`src/rtl/wdg_pkg.sv`:
```
package wdg_pkg;

    // Escalation state is the status pair [31:30] itself
    typedef enum logic [1:0] {
        ST_QUIET   = 2'b00,
        ST_FLAGGED = 2'b01,
        ST_ARMED   = 2'b10,
        ST_PENDING = 2'b11
    } wdg_state_e;

    typedef enum logic [1:0] {
        RK_NONE = 2'd0,
        RK_CORE = 2'd1,
        RK_CHIP = 2'd2,
        RK_SYS  = 2'd3
    } rst_kind_e;

    localparam int WORD_W    = 32;
    localparam int POS_SEL   = 30;  // control [31:30]
    localparam int POS_KIND  = 28;  // control/status [29:28]
    localparam int POS_IE    = 27;  // control [27]
    localparam int POS_ARMED = 31;  // status [31]
    localparam int POS_IRQST = 30;  // status [30]
    localparam int N_SEL     = 4;
    localparam int N_REQ     = 3;

endpackage

```
`src/rtl/wdg_ctrl_reg.sv`:
```
module wdg_ctrl_reg
    import wdg_pkg::*;
(
    input  logic       clk,
    input  logic       rst_n,
    input  logic       wr_en,
    input  logic [4:0] wr_field,   // control bits [31:27]
    output logic [1:0] held_sel,
    output logic       held_ie,
    output rst_kind_e  eff_kind,
    output logic       restart
);

    logic [1:0] in_sel;
    rst_kind_e  in_kind;
    logic       in_ie;
    rst_kind_e  held_kind;

    always_comb begin
        in_sel  = wr_field[4:3];
        in_kind = rst_kind_e'(wr_field[2:1]);
        in_ie   = wr_field[0];
    end

    always_ff @(posedge clk) begin
        if (!rst_n) begin
            held_sel  <= 2'b00;
            held_kind <= RK_NONE;
            held_ie   <= 1'b0;
        end else if (wr_en) begin
            held_sel  <= in_sel;
            held_kind <= in_kind;
            held_ie   <= in_ie;
        end
    end

    // a write acts with its own values in the cycle it arrives
    assign eff_kind = wr_en ? in_kind : held_kind;
    assign restart  = wr_en;


    ctrl_load_chk: assert property (@(posedge clk) disable iff (!rst_n)
        wr_en |=> (held_sel == $past(wr_field[4:3]) && held_ie == $past(wr_field[0])));

endmodule

```
`src/rtl/wdg_period.sv`:
```
module wdg_period
    import wdg_pkg::*;
#(
    parameter int CNT_W    = 30,
    parameter int BASE_LOG = 17,
    parameter int STEP_LOG = 4
) (
    input  logic       clk,
    input  logic       rst_n,
    input  logic       tick,
    input  logic       restart,
    input  logic [1:0] sel,
    output logic       expire
);

    localparam int TOP_LOG = BASE_LOG + STEP_LOG * (N_SEL - 1);
    localparam int HEADROOM = CNT_W - TOP_LOG;  // must not be negative

    logic [CNT_W-1:0] cnt;
    logic [CNT_W-1:0] mask_tab [N_SEL];
    logic [CNT_W-1:0] mask;
    logic             at_top;

    for (genvar g = 0; g < N_SEL; g++) begin : g_mask
        localparam int LOGW = BASE_LOG + STEP_LOG * g;
        assign mask_tab[g] = {CNT_W{1'b1}} >> (CNT_W - LOGW);
    end

    assign mask   = mask_tab[sel];
    // carry out of the bit just below the selected position
    assign at_top = ((cnt & mask) == mask);
    assign expire = tick && !restart && at_top;

    always_ff @(posedge clk) begin
        if (!rst_n) begin
            cnt <= '0;
        end else if (restart || expire) begin
            cnt <= '0;
        end else if (tick) begin
            cnt <= cnt + 1'b1;
        end
    end


    cnt_in_window_chk: assert property (@(posedge clk) disable iff (!rst_n)
        (cnt & ~mask) == '0);


    hold_no_tick_chk: assert property (@(posedge clk) disable iff (!rst_n)
        (!tick && !restart) |=> cnt == $past(cnt));

endmodule

```
`src/rtl/wdg_escalate.sv`:
```
module wdg_escalate
    import wdg_pkg::*;
(
    input  logic             clk,
    input  logic             rst_n,
    input  logic             eval,
    input  logic             clr_armed,
    input  logic             clr_irqst,
    input  logic [1:0]       clr_kind,
    input  rst_kind_e        kind_in,
    output wdg_state_e       state,
    output rst_kind_e        kind_rec,
    output logic [N_REQ-1:0] req_vec
);

    wdg_state_e seen;
    wdg_state_e nxt;
    logic       fire;

    always_comb begin
        // software clear lands before the step looks at the state
        seen = wdg_state_e'({state[1] & ~clr_armed, state[0] & ~clr_irqst});
        nxt  = seen;
        fire = 1'b0;
        if (eval) begin
            unique case (seen)
                ST_QUIET:   nxt = ST_ARMED;
                ST_FLAGGED: nxt = ST_PENDING;
                ST_ARMED:   nxt = ST_PENDING;
                ST_PENDING: begin
                    nxt  = ST_PENDING;
                    fire = 1'b1;
                end
            endcase
        end
    end

    // state register
    always_ff @(posedge clk) begin
        if (!rst_n) state <= ST_QUIET;
        else        state <= nxt;
    end

    // outputs: recorded kind and request pulses
    always_ff @(posedge clk) begin
        if (!rst_n) begin
            kind_rec <= RK_NONE;
            req_vec  <= '0;
        end else begin
            kind_rec <= fire ? kind_in : rst_kind_e'(kind_rec & ~clr_kind);
            for (int k = 0; k < N_REQ; k++) begin
                req_vec[k] <= fire && (kind_in == rst_kind_e'(2'(k + 1)));
            end
        end
    end


    one_reset_chk: assert property (@(posedge clk) disable iff (!rst_n)
        $onehot0(req_vec));


    req_needs_pending_chk: assert property (@(posedge clk) disable iff (!rst_n)
        (|req_vec) |-> (state == ST_PENDING && kind_rec != RK_NONE));


    core_kind_chk: assert property (@(posedge clk) disable iff (!rst_n)
        req_vec[0] |-> kind_rec == RK_CORE);


    arm_chk: assert property (@(posedge clk) disable iff (!rst_n)
        (eval && state == ST_QUIET) |=> state[1]);


    escalate_chk: assert property (@(posedge clk) disable iff (!rst_n)
        (eval && state == ST_ARMED && !clr_armed) |=> state == ST_PENDING);


    clear_chk: assert property (@(posedge clk) disable iff (!rst_n)
        (!eval && clr_armed) |=> !state[1]);

endmodule

```
`src/rtl/wdog_escalator.sv`:
```
module wdog_escalator
    import wdg_pkg::*;
#(
    parameter int CNT_W    = 30,
    parameter int BASE_LOG = 17,
    parameter int STEP_LOG = 4
) (
    input  logic        clk,
    input  logic        rst_n,
    input  logic        tb_tick,
    input  logic        ctrl_we,
    input  logic [31:0] ctrl_wdata,
    input  logic        stat_clr_we,
    input  logic [31:0] stat_clr_data,
    output logic [31:0] status_q,
    output logic        wdog_irq,
    output logic        rst_req_core,
    output logic        rst_req_chip,
    output logic        rst_req_sys
);

    logic [1:0]       held_sel;
    logic             held_ie;
    rst_kind_e        eff_kind;
    logic             restart;
    logic             expire;
    logic             eval;
    wdg_state_e       state;
    rst_kind_e        kind_rec;
    logic [N_REQ-1:0] req_vec;
    logic             clr_armed;
    logic             clr_irqst;
    logic [1:0]       clr_kind;
    logic             unused_bits;

    assign unused_bits = ^{ctrl_wdata[POS_IE-1:0], stat_clr_data[POS_KIND-1:0]};

    assign clr_armed = stat_clr_we & stat_clr_data[POS_ARMED];
    assign clr_irqst = stat_clr_we & stat_clr_data[POS_IRQST];
    assign clr_kind  = {2{stat_clr_we}} & stat_clr_data[POS_KIND+:2];

    wdg_ctrl_reg u_ctrl (
        .clk      (clk),
        .rst_n    (rst_n),
        .wr_en    (ctrl_we),
        .wr_field (ctrl_wdata[WORD_W-1:POS_IE]),
        .held_sel (held_sel),
        .held_ie  (held_ie),
        .eff_kind (eff_kind),
        .restart  (restart)
    );

    wdg_period #(
        .CNT_W    (CNT_W),
        .BASE_LOG (BASE_LOG),
        .STEP_LOG (STEP_LOG)
    ) u_period (
        .clk     (clk),
        .rst_n   (rst_n),
        .tick    (tb_tick),
        .restart (restart),
        .sel     (held_sel),
        .expire  (expire)
    );

    // a write and an expiry in one cycle make a single step
    assign eval = restart | expire;

    wdg_escalate u_esc (
        .clk       (clk),
        .rst_n     (rst_n),
        .eval      (eval),
        .clr_armed (clr_armed),
        .clr_irqst (clr_irqst),
        .clr_kind  (clr_kind),
        .kind_in   (eff_kind),
        .state     (state),
        .kind_rec  (kind_rec),
        .req_vec   (req_vec)
    );

    assign status_q     = {state, kind_rec, {(WORD_W - 4){1'b0}}};
    assign wdog_irq     = state[0] & held_ie;
    assign rst_req_core = req_vec[0];
    assign rst_req_chip = req_vec[1];
    assign rst_req_sys  = req_vec[2];


    irq_needs_status_chk: assert property (@(posedge clk) disable iff (!rst_n)
        wdog_irq |-> status_q[POS_IRQST]);

endmodule

```
`config.mk`:
```
export PLATFORM = sky130hd
export DESIGN_NAME = wdog_escalator
export DESIGN_NICKNAME = d
export VERILOG_FILES = /design/src/rtl/wdg_pkg.sv /design/src/rtl/wdg_ctrl_reg.sv /design/src/rtl/wdg_period.sv /design/src/rtl/wdg_escalate.sv /design/src/rtl/wdog_escalator.sv
export SDC_FILE = /design/constraint.sdc
export NUM_CORES = 1
export LEC_CHECK = 0
export BUFFER_PORTS_ARGS = -buffer_cell sky130_fd_sc_hd__buf_2
export CORE_MARGIN = 3
export CORE_UTILIZATION = 45
export CTS_CLUSTER_SIZE = 24
export DETAILED_ROUTE_END_ITERATION = 8
export PLACE_DENSITY = 0.79
export SYNTH_ARGS = -nofsm -noshare
export SYNTH_HDL_FRONTEND = slang
export SYNTH_SLANG_ARGS = --single-unit
```
`constraint.sdc`:
```
create_clock -name clk -period 4.38 [get_ports clk]
set_clock_uncertainty 0.15 [all_clocks]
set_input_delay 0 -clock clk [delete_from_list [all_inputs] [get_ports clk]]
set_output_delay 0 -clock clk [all_outputs]
set_load 0.03 [all_outputs]
```
==> key figures, run 1 <==
Status
  • Outcome: finished, final reports clean

Place
  • GPL Wtd Cong: 0.795
  • Detailed placement HPWL: 2480 um
  • Port-buffer cells: 21
  • Dpl ws: slightly below 2 ns

Timing
  • Fin crit share: 64.5%
  • Final worst path period need: ~2.8 ns
  • Slew margin rel.: 57.8%
  • Final Setup Violations: 0
  • Setup ws final: approximately 1.6 ns
  • RSZ-0062 raised after global routing: false
  • Endpoints failing hold: 0
  • Max-slew violations: 0
  • Total negative slack: 0 ns
  • F_max: 354 MHz
  • Slew at the pin with the worst max-slew slack: roughly 0.63 ns

Final layout
  • N_diodes: 0
  • Post-layout net count: 341
  • Fillers: slightly below 400
  • Fraction of final layout cells sized beyond drive strength 1: 14.7%
  • Commonest non-fill, non-tap cells in the layout: dfxtp_1, nor2_1, conb_1, dlygate4sd3_1, buf_2
  • Commonest non-fill, non-tap cell in the layout: dfxtp_1
  • Area taken by multi-input logic gates: 0.00110 sq mm
  • Final Core Density: a little over half
  • Area Growth Syn to Fin: 14.9%
  • Seq. cell area: around 800 sq um

Power and ir drop
  • Max IR drop VDD: 288 uV
  • Pwr/cell area: 294 mW/mm^2
  • P_leak: 0.000950 uW

Yosys
  • Dominant cells by area after synthesis: dfxtp_1, buf_4, xor2_1
  • Top_reg_cell synth: dfxtp_1
  • Syn_area_per_cell: 9.03 sq um
  • Mapped Area: 0.00209 sq mm
  • FF+latch count, synth: 41
  • Seq/Total Area, Yosys: 39.4%
  • Unique masters post-synth: 40
  • Cells after synthesis: 231
  • Top cell type's share of synthesized area: 39.4%
  • Post-synth EDFFs: 0
  • Yosys warns: 0
  • Cell taking the most area after synthesis: dfxtp_1
  • Synth async-reset ratio: 0%

Floorplanning
  • Die area: 0.00549 sq mm
  • Std cell rows: 24
  • Ports: 105
  • Die span in x: 74.1 um
  • Core Region: around 0.0044 sq mm
  • Initial core utilization: 47.3%
  • Die height: 74.1 um

Global route
  • Initial antenna violation count: 0
  • Total track usage: 16.0%
  • Vias in the first global route: 1484
  • Largest net degree at the start of global routing: 30
  • First-pass GRT wire length: 6850 um
  • Total global routing overflow: 0

Setup path
  • Crit path required time: 4.47 ns
  • Worst setup SP type: register
  • Setup CP Type: reg -> reg
  • CP Max Fanout: 9
  • Crit path cell chain: ha_1 > nand2_1 > nor4_4 > o2111ai_4 > a21oi_4 > mux2i_1 > dlygate4sd3_1
  • Max incr delay on CP: about 0.56 ns
  • Crit path DAT: 2.92 ns
  • Slowest cell on crit path: dlygate4sd3_1
  • Critical Path Sink Type: register

Detailed routing
  • Drt pass-1 iters: 6
  • DRC errors left: 0
  • Total Wirelength: about 4200 um
  • DR vias: 1623
  • Post-DRT Antenna Nets: 0
  • WL/cell: 13.0 um
  • Iter 0 DRT Violations: 106
  • DR vias/cell: 5.01

Clock tree
  • Setup Fix Bufs, Post-CTS: 0
  • CTS tree: yes
  • Clock slew at reported path FFs: 0.08 ns
  • CTS sink cnt: 41
  • Clock Tree Root: clkbuf_8
  • Inserted Clock Buffers: 5
  • Clk_lat worst skew: 0.29 ns
  • H-tree level count: 2
  • CTS max path bufs: 2

Worst hold path
  • HP Class: in -> reg

Flow run
  • Maxcap violations: 0
## area by class of cell
class	count	area share [%]
Tap cell	52	2.72
Timing Repair Buffer	42	13.2
Multi-Input combinational cell	178	45.8
Clock buffer	5	2.87
Inverter	3	0.470
Clock inverter	3	0.731
Sequential cell	41	34.3
## layer usage
metal  GRT usage (%)  wire length (um)  vias to the layer above
met4            5.03                64                        0
met5               0                 0                        -
met1            20.2              1820                      752
li1                -                 -                      804
met3            3.92               217                        9
met2            26.8              2100                       58
## cells in the mapped netlist, types with 3 or more instances
master,n
mux2i_1,7
dfxtp_1,41
a21boi_0,3
xor2_1,17
xnor2_1,10
and2_1,3
nor4_1,4
inv_1,3
nand2_1,14
clkbuf_1,4
nor2b_1,4
buf_4,28
nand3_1,10
a21oi_1,3
nor2_1,33
and3_1,4
nand4_1,13
## power breakdown
group / switching, uW / internal (uW)
combinational: 55.1 / 24.4
clock: 135 / 110
sequential: 3.19 / 377
## stage by stage
step           power (uW)  std cells  area (sq um)  hold slack [ns]
5_1_grt               730        324          2400           0.0758
2_1_floorplan         463        258          2190           0.0191
3_5_place_dp          452        295          2100            0.127
3_3_place_gp          451        295          2100            0.106
4_1_cts               706        324          2400           0.0117
6_report              704        324          2400           0.0315
## cell families (layout without fill, tap and decap cells)
group,after synthesis,after routing,synth area share [%]
AOI/OAI and AO/OA,13,13,5.58
xor gates and xnor gates,27,27,11.3
other,1,28,0.180
muxes,8,8,4.08
adders and majority gates,1,1,0.600
and+or+nand+nor,101,101,26.0
DFF,41,41,39.4
buffers and inverters,39,53,12.9
## flip-flops by register name, indices dropped and copies added (netlist names)
| name | flops |
|---|---|
| u_period.cnt | 29 |
| u_esc.req_vec | 3 |
| u_ctrl.held_kind | 2 |
| u_ctrl.held_sel | 2 |
| u_esc.kind_rec | 2 |
| u_esc.state | 2 |
| u_ctrl.held_ie | 1 |
## critical path: cells and delay by family, from the launching register on
family	cells	cell delay [ns]
and+or+nand+nor	2	0.60
AOI/OAI and AO/OA	2	0.56
buffers and inverters	1	0.56
DFF	1	0.42
adders and majority gates	1	0.26
muxes	1	0.21
## final timing paths
| kind | depth (start not counted) | slack (ns) | end | startpoint |
|---|---|---|---|---|
| hold / removal | 3 | 0.03 | u_esc.state[1] | stat_clr_we |
| hold reg to reg | 2 | 0.35 | u_period.cnt[28] | u_period.cnt[28] |
| setup reg to reg | 7 | 1.55 | u_esc.kind_rec[0] | u_period.cnt[0] |
| setup / recovery | 7 | 1.55 | u_esc.kind_rec[0] | u_period.cnt[0] |
## what timing repair did
| item | in CTS | in global routing |
|---|---|---|
| hold buffers | 21 | 0 |
| hold endpoints to repair | 17 | 0 |
| resized for setup | 0 | 0 |
No activity file was read; power rests on OpenSTA's default activity.
==> inputs of run 2 (changes only) <==
clock period = 2.7 ns   (was 4.38 ns; I/O delays follow)
==> run 2 against run 1 <==
  * Non-clock buffer count grew 2
  * Final cell count is 0.62% higher
  * Clock power up 140%
  * Total power increased by 88%
  * Sequential power is 62% higher
  * Clock-buffer cell count unchanged
  * Global-route usage is 0.15 points higher
  * Utilization rose by 1.4 points
  * First-iteration DRC count down 16%
  * Critical path type unchanged
  * Largest power group unchanged
==> key figures, run 2 (same netlist as run 1, synthesis figures left out) <==
Status
  • Outcome: finished, final reports clean (unchanged)

Power and ir drop
  • Pwr/cell area: 539 mW/mm^2 (was 294 mW/mm^2)
  • Max IR drop VDD: 383 uV (was 288 uV)
  • P_leak: 0.000985 uW (was 0.000950 uW)

Detailed routing
  • WL/cell: 12.8 um (was 13.0 um)
  • Drt pass-1 iters: 4 (was 6)
  • Total Wirelength: 4170 um (was 4200 um)
  • DR vias: 1615 (was 1623)
  • DR vias/cell: 4.95 (was 5.01)
  • DRC errors left: 0 (unchanged)
  • Post-DRT Antenna Nets: 0 (unchanged)
  • Iter 0 DRT Violations: 89 (was 106)

Final layout
  • Final Core Density: 55.7% (was 54.3%)
  • Commonest non-fill, non-tap cell in the layout: dfxtp_1 (unchanged)
  • Area Growth Syn to Fin: 17.9% (was 14.9%)
  • Most flops, register: u_period.cnt (unchanged)
  • Largest regs: u_period.cnt x29, u_esc.req_vec x3 (unchanged)
  • Fraction of final layout cells sized beyond drive strength 1: 15.3% (was 14.7%)
  • Max reg flops: 29 (unchanged)
  • Commonest non-fill, non-tap cells in the layout: dfxtp_1, nor2_1, conb_1, dlygate4sd3_1, buf_2 (unchanged)
  • Post-layout net count: 343 (was 341)
  • N_diodes: 0 (unchanged)

Timing
  • Fin crit share: 93.1% (was 64.5%)
  • Max-slew violations: 0 (unchanged)
  • F_max: 398 MHz (was 354 MHz)
  • Endpoints failing hold: 0 (unchanged)
  • Slew at the pin with the worst max-slew slack: 0.566 ns (was 0.628 ns)
  • Final Setup Violations: 0 (unchanged)
  • Slew margin rel.: 62.2% (was 57.8%)
  • Final worst path period need: 2.52 ns (was 2.83 ns)
  • Total negative slack: 0 ns (unchanged)
  • RSZ-0062 raised after global routing: false (unchanged)

Place
  • Detailed placement HPWL: 2520 um (was 2480 um)
  • GPL Wtd Cong: 0.796 (was 0.795)
  • Port-buffer cells: 21 (unchanged)

Global route
  • Total global routing overflow: 0 (unchanged)
  • First-pass GRT wire length: 6890 um (was 6850 um)
  • Initial antenna violation count: 0 (unchanged)
  • Largest net degree at the start of global routing: 30 (unchanged)
  • Total track usage: 16.1% (was 16.0%)
  • Vias in the first global route: 1530 (was 1484)

Worst hold path
  • Hold_sp: stat_clr_we (unchanged)
  • HP Class: in -> reg (unchanged)
  • Hold Path Cell Cnt: 3 (unchanged)

Clock tree
  • Setup Fix Bufs, Post-CTS: 0 (unchanged)
  • Clock slew at reported path FFs: 0.08 ns (about the same)
  • CTS tree: yes (unchanged)
  • CTS max path bufs: 2 (unchanged)
  • H-tree level count: 2 (unchanged)
  • Inserted Clock Buffers: 5 (unchanged)
  • CTS sink cnt: 41 (unchanged)
  • Clk_lat worst skew: 0.30 ns (was 0.29 ns)
  • Clock Tree Root: clkbuf_8 (unchanged)

Floorplanning
  • Die height: 74.1 um (unchanged)
  • Ports: 105 (unchanged)
  • Std cell rows: 24 (unchanged)
  • Die area: 0.00549 sq mm (unchanged)
  • Die span in x: 74.1 um (unchanged)
  • Core Region: 0.00441 sq mm (unchanged)
  • Initial core utilization: 47.3% (unchanged)

Setup path
  • Cell depth of the worst flop-to-flop path: 6 (was 7)
  • Critical Path Sink Type: register (unchanged)
  • CP Launch Point: u_period.cnt[17] (was u_period.cnt[0])
  • Worst setup SP type: register (unchanged)
  • Crit path DAT: 2.61 ns (was 2.92 ns)
  • Worst R2R Start: u_period.cnt[17] (was u_period.cnt[0])
  • Setup CP Type: reg -> reg (unchanged)
  • CP endpoint: u_esc.kind_rec[0] (unchanged)
  • Crit path required time: 2.80 ns (was 4.47 ns)
  • Reg2reg setup slack: 0.18 ns (was 1.55 ns)
  • Worst R2R End: u_esc.kind_rec[0] (unchanged)
  • CP Max Fanout: 7 (was 9)

Flow run
  • Maxcap violations: 0 (unchanged)
-- run 2: cell types whose count changed in the layout (fill, tap and decap cells not counted) --
| cell | before | now |
|---|---|---|
| buf_4 | 0 | 2 |
| bufinv_16 | 0 | 2 |
| clkinv_2 | 2 | 1 |
| clkinvlp_4 | 1 | 0 |
-- run 2: worst min path at each step --
stage / endpoint
finish: u_esc.state[1]
floorplan: u_ctrl.held_ie
global route: u_esc.state[1]
detailed placement: u_ctrl.held_sel[1]
CTS: u_esc.state[1]
global placement: u_ctrl.held_sel[1]
-- run 2: metal layers --
metal	GRT usage (%)	wire (um)
met1	19.4	1790
met2	27.1	2070
met3	3.24	140
met4	8.45	168
met5	0	0
-- run 2: per-stage QoR --
stage,total power [uW],worst slack (ns),hold WS [ns],cell area (sq um),cells
final,1330,0.185,0.00858,2460,326
after global routing,1370,0.0351,0.0578,2460,326
after CTS,1330,0.219,0.0157,2460,326
after detailed placement,733,0.572,0.117,2110,297
after global placement,732,0.620,0.106,2110,297
after floorplan,751,0.594,0.0191,2190,258
-- run 2: critical path: stages, from the launching register on --
cell and delay, ns:
dfxtp_1 0.42, nand2_1 0.21, o32ai_1 0.44, o2111ai_4 0.22
a21oi_4 0.27, mux2i_1 0.20, dlygate4sd3_1 0.56
-- run 2: where the power goes --
part	internal (uW)	leakage, uW	total (uW)	switching [uW]
Sequential	612	0.000332	617	5.39
Combinational	39.5	0.000585	127	87.6
Clock	367	0.0000681	582	215
-- run 2: area by class of cell --
class	count	area [sq um]
fillers	387	1960
multi-input cells	178	1100
flip-flops and latches	41	821
repair buffers	44	330
clock buffers	5	68.8
clock inverters	3	65.1
well taps	52	65.1
inverters	3	11.3
-- run 2: timing repair --
action                                  4_1_cts  5_1_grt
hold buffers                                 21        0
hold endpoints to repair                     17        0
resized for setup                             0        0
endpoints found under the setup margin        0        0
==> inputs of run 3 (changes only) <==
PLACE_DENSITY = 0.78   (was 0.79)
SYNTH_HIERARCHICAL = 1   (was default)
==> run 3 against run 2 <==
  * Synthesized cell count grew 3.5%
  * Critical path type unchanged
  * Clock power fell by 34%
  * Routed wire length down 2.3%
  * Highest routed layer unchanged
  * Largest power group unchanged
  * Via count up 4.3%
  * Critical path depth grew 3
  * Sequential power about the same
==> key figures, run 3 <==
Flow run
  • Maxcap violations: 0 (unchanged)

Floorplanning
  • Initial core utilization: 48.1% (was 47.3%)
  • Std cell rows: 24 (unchanged)
  • Ports: 105 (unchanged)
  • Die height: 75.4 um (was 74.1 um)
  • Core Region: 0.00450 sq mm (was 0.00441 sq mm)
  • Die span in x: 75.4 um (was 74.1 um)
  • Die area: 0.00568 sq mm (was 0.00549 sq mm)

Timing
  • Endpoints failing hold: 0 (unchanged)
  • Final worst path period need: 2.47 ns (was 2.52 ns)
  • Slew at the pin with the worst max-slew slack: 0.506 ns (was 0.566 ns)
  • Slew margin rel.: 66.2% (was 62.2%)
  • Max-slew violations: 0 (unchanged)
  • Final Setup Violations: 0 (unchanged)
  • Fin crit share: 91.5% (was 93.1%)
  • F_max: 405 MHz (was 398 MHz)
  • Total negative slack: 0 ns (unchanged)
  • RSZ-0062 raised after global routing: false (unchanged)

Final layout
  • Max reg flops: 29 (unchanged)
  • N_diodes: 0 (unchanged)
  • Commonest non-fill, non-tap cells in the layout: dfxtp_1, nor2_1, conb_1, buf_2 (was dfxtp_1, nor2_1, conb_1, dlygate4sd3_1, buf_2)
  • Area Growth Syn to Fin: 12.7% (was 17.9%)
  • Post-layout net count: 350 (was 343)
  • Fraction of final layout cells sized beyond drive strength 1: 18.1% (was 15.3%)
  • Commonest non-fill, non-tap cell in the layout: dfxtp_1 (unchanged)
  • Layout Cells excl Fill: 333 (was 326)
  • Largest regs: u_period/cnt x29, u_esc/req_vec x3 (was u_period.cnt x29, u_esc.req_vec x3)
  • Most flops, register: u_period/cnt (was u_period.cnt)

Yosys
  • FF+latch count, synth: 41 (unchanged)
  • Mapped Area: 0.00216 sq mm (was 0.00209 sq mm)
  • Yosys warns: 6 (was 0)
  • Cell taking the most area after synthesis: dfxtp_1 (unchanged)
  • Top-count cell post-synth: dfxtp_1 (unchanged)
  • Top cell type's share of synthesized area: 37.9% (was 39.4%)
  • Synth Area in XOR/XNOR: 8.50% (was 11.3%)
  • Cells after synthesis: 239 (was 231)
  • Seq/Total Area, Yosys: 37.9% (was 39.4%)
  • Simple-gate share of the synthesized area: 29.4% (was 26.0%)
  • Unique masters post-synth: 44 (was 40)
  • Post-synthesis compound-gate area fraction: 6.24% (was 5.58%)
  • Top_reg_cell synth: dfxtp_1 (unchanged)
  • Mux contribution to synthesized area: 4.16% (was 4.08%)
  • Synth async-reset ratio: 0% (unchanged)
  • Post-synth EDFFs: 0 (unchanged)
  • Largest family of logic cells by synthesized area: simple AND/OR/NAND/NOR gates (unchanged)
  • Adder-Cell Fraction of Synth Area: 0.578% (was 0.600%)
  • Post-synth top cells: dfxtp_1, nor2_1, buf_4 (unchanged)
  • Syn_area_per_cell: 9.06 sq um (was 9.03 sq um)
  • Dominant cells by area after synthesis: dfxtp_1, buf_4, xor2_1 (unchanged)

Power and ir drop
  • Pwr/cell area: 467 mW/mm^2 (was 539 mW/mm^2)
  • Reg power frac: 54.1% (was 46.5%)
  • Net Sw Frac: 26.7% (was 23.2%)
  • Sw power: 305 uW (was 308 uW)
  • Gate power share: 12.2% (was 9.6%)
  • Internal Power: 835 uW (was 1020 uW)
  • Clock network power share: 33.7% (was 43.9%)
  • P_leak: 0.00100 uW (was 0.000985 uW)
  • Max IR drop VDD: 294 uV (was 383 uV)

Detailed routing
  • Drt pass-1 iters: 4 (unchanged)
  • DRC errors left: 0 (unchanged)
  • WL/cell: 12.2 um (was 12.8 um)
  • Post-DRT Antenna Nets: 0 (unchanged)
  • Met3 Routed Length: 237 um (was 140 um)
  • Met2 WL: 2050 um (was 2070 um)
  • DR vias/cell: 5.06 (was 4.95)
  • Metal1 wirelength: 1730 um (was 1790 um)
  • Iter 0 DRT Violations: 72 (was 89)
  • Total Wirelength: 4080 um (was 4170 um)
  • Top Metal Used: met4 (unchanged)
  • DR vias: 1684 (was 1615)

Clock tree
  • H-tree level count: 2 (unchanged)
  • Clock slew at reported path FFs: 0.07 ns (was 0.08 ns)
  • Inserted Clock Buffers: 5 (unchanged)
  • CTS max path bufs: 2 (unchanged)
  • Clock Tree Root: clkbuf_8 (unchanged)
  • CTS sink cnt: 41 (unchanged)
  • Clk_lat worst skew: 0.29 ns (was 0.30 ns)
  • Post-CTS Resized: 0 (unchanged)
  • CTS tree: yes (unchanged)
  • Setup Fix Bufs, Post-CTS: 0 (unchanged)

Global route
  • Initial antenna violation count: 0 (unchanged)
  • Total track usage: 15.4% (was 16.1%)
  • Vias in the first global route: 1517 (was 1530)
  • Largest net degree at the start of global routing: 22 (was 30)
  • First-pass GRT wire length: 6670 um (was 6890 um)
  • Total global routing overflow: 0 (unchanged)

Setup path
  • Crit path required time: 2.77 ns (was 2.80 ns)
  • Cell depth of the worst flop-to-flop path: 9 (was 6)
  • Worst setup SP type: register (unchanged)
  • Setup CP Type: reg -> reg (unchanged)
  • Reg2reg setup slack: 0.23 ns (was 0.18 ns)
  • Crit path DAT: 2.54 ns (was 2.61 ns)
  • Worst R2R Start: u_period/cnt[1] (was u_period.cnt[17])
  • CP Max Fanout: 6 (was 7)
  • Worst R2R End: u_esc/req_vec[0] (was u_esc.kind_rec[0])
  • Critical Path Sink Type: register (unchanged)

Place
  • Port-buffer cells: 21 (unchanged)
  • Placed insts: 310 (was 297)
  • GPL Wtd Cong: 0.791 (was 0.796)
  • Detailed placement HPWL: 2800 um (was 2520 um)

Worst hold path
  • HP Class: in -> reg (unchanged)
  • Hold Path Cell Cnt: 4 (was 3)
  • Worst Hold End: u_esc/req_vec[1] (was u_esc.state[1])
  • Hold_sp: stat_clr_data[30] (was stat_clr_we)

Status
  • Outcome: finished, final reports clean (unchanged)
==> run 3: what timing repair did <==
| item | 4_1_cts | 5_1_grt |
|---|---|---|
| setup endpoints to repair | 0 | 0 |
| endpoints found under the hold margin | 17 | 0 |
| hold buffers | 15 | 0 |
==> run 3: cell type report <==
cell class                 count  area (sq um)
fill                         392          2070
multi-input combinational    187          1160
sequential                    41           821
timing repair buffer          41           293
clock buffer                   6          72.6
tap                           52          65.1
inverter                       4          15.0
clock inverter                 2          10.0
==> run 3: worst max-delay path, cell delays in order (launching register included) <==
cell and delay [ns]:
dfxtp_1 0.37, ha_1 0.23, nand4_4 0.15, nor4_4 0.31
nand2_2 0.15, nor3_1 0.18, or2_1 0.17, nand3b_1 0.15
or3_4 0.37, nor3b_2 0.17
==> run 3: kinds of logic after synthesis <==
group / Yosys count
flops: 41
buf+inv: 38
fa+ha+maj: 1
simple gates: 111
compound gates: 18
other cells: 1
xor+xnor: 21
mux: 8
==> run 3: stage by stage <==
stage	worst slack [ns]	total power [uW]	utilization, %	instance area (sq um)	hold slack [ns]
floorplan	0.374	761	-	2270	-0.0283
detailed placement	0.261	750	49.0	2210	0.128
CTS	0.232	1150	54.1	2440	0.00208
finish	0.230	1140	54.1	2440	0.00796
global route	0.0214	1180	54.1	2440	0.0195
global placement	0.302	748	49.0	2210	0.112
==> run 3: how the worst max path moves through the flow <==
stage                               start          endpoint  slack (ns)
after floorplan           u_period/cnt[0]  u_esc/req_vec[0]        0.37
after global placement    u_period/cnt[0]  u_esc/req_vec[0]        0.30
after detailed placement  u_period/cnt[1]  u_esc/req_vec[0]        0.26
after CTS                 u_period/cnt[0]  u_esc/req_vec[0]        0.23
after global routing      u_period/cnt[0]  u_esc/req_vec[0]        0.02
final                     u_period/cnt[1]  u_esc/req_vec[0]        0.23
==> run 3: power by group through the flow <==
| stage | registers (uW) | clock network (uW) | logic (uW) |
|---|---|---|---|
| 2_1_floorplan | 633 | 0 | 128 |
| 3_3_place_gp | 630 | 0 | 118 |
| 3_5_place_dp | 630 | 0 | 120 |
| 4_1_cts | 616 | 395 | 137 |
| 5_1_grt | 617 | 417 | 150 |
| 6_report | 616 | 384 | 139 |
==> run 3: per-layer routing <==
metal  global-route usage [%]  up-vias
met1                     19.6      782
met4                     6.41        0
met2                     24.5       54
li1                         -      841
met3                     4.22        7
met5                        0        -
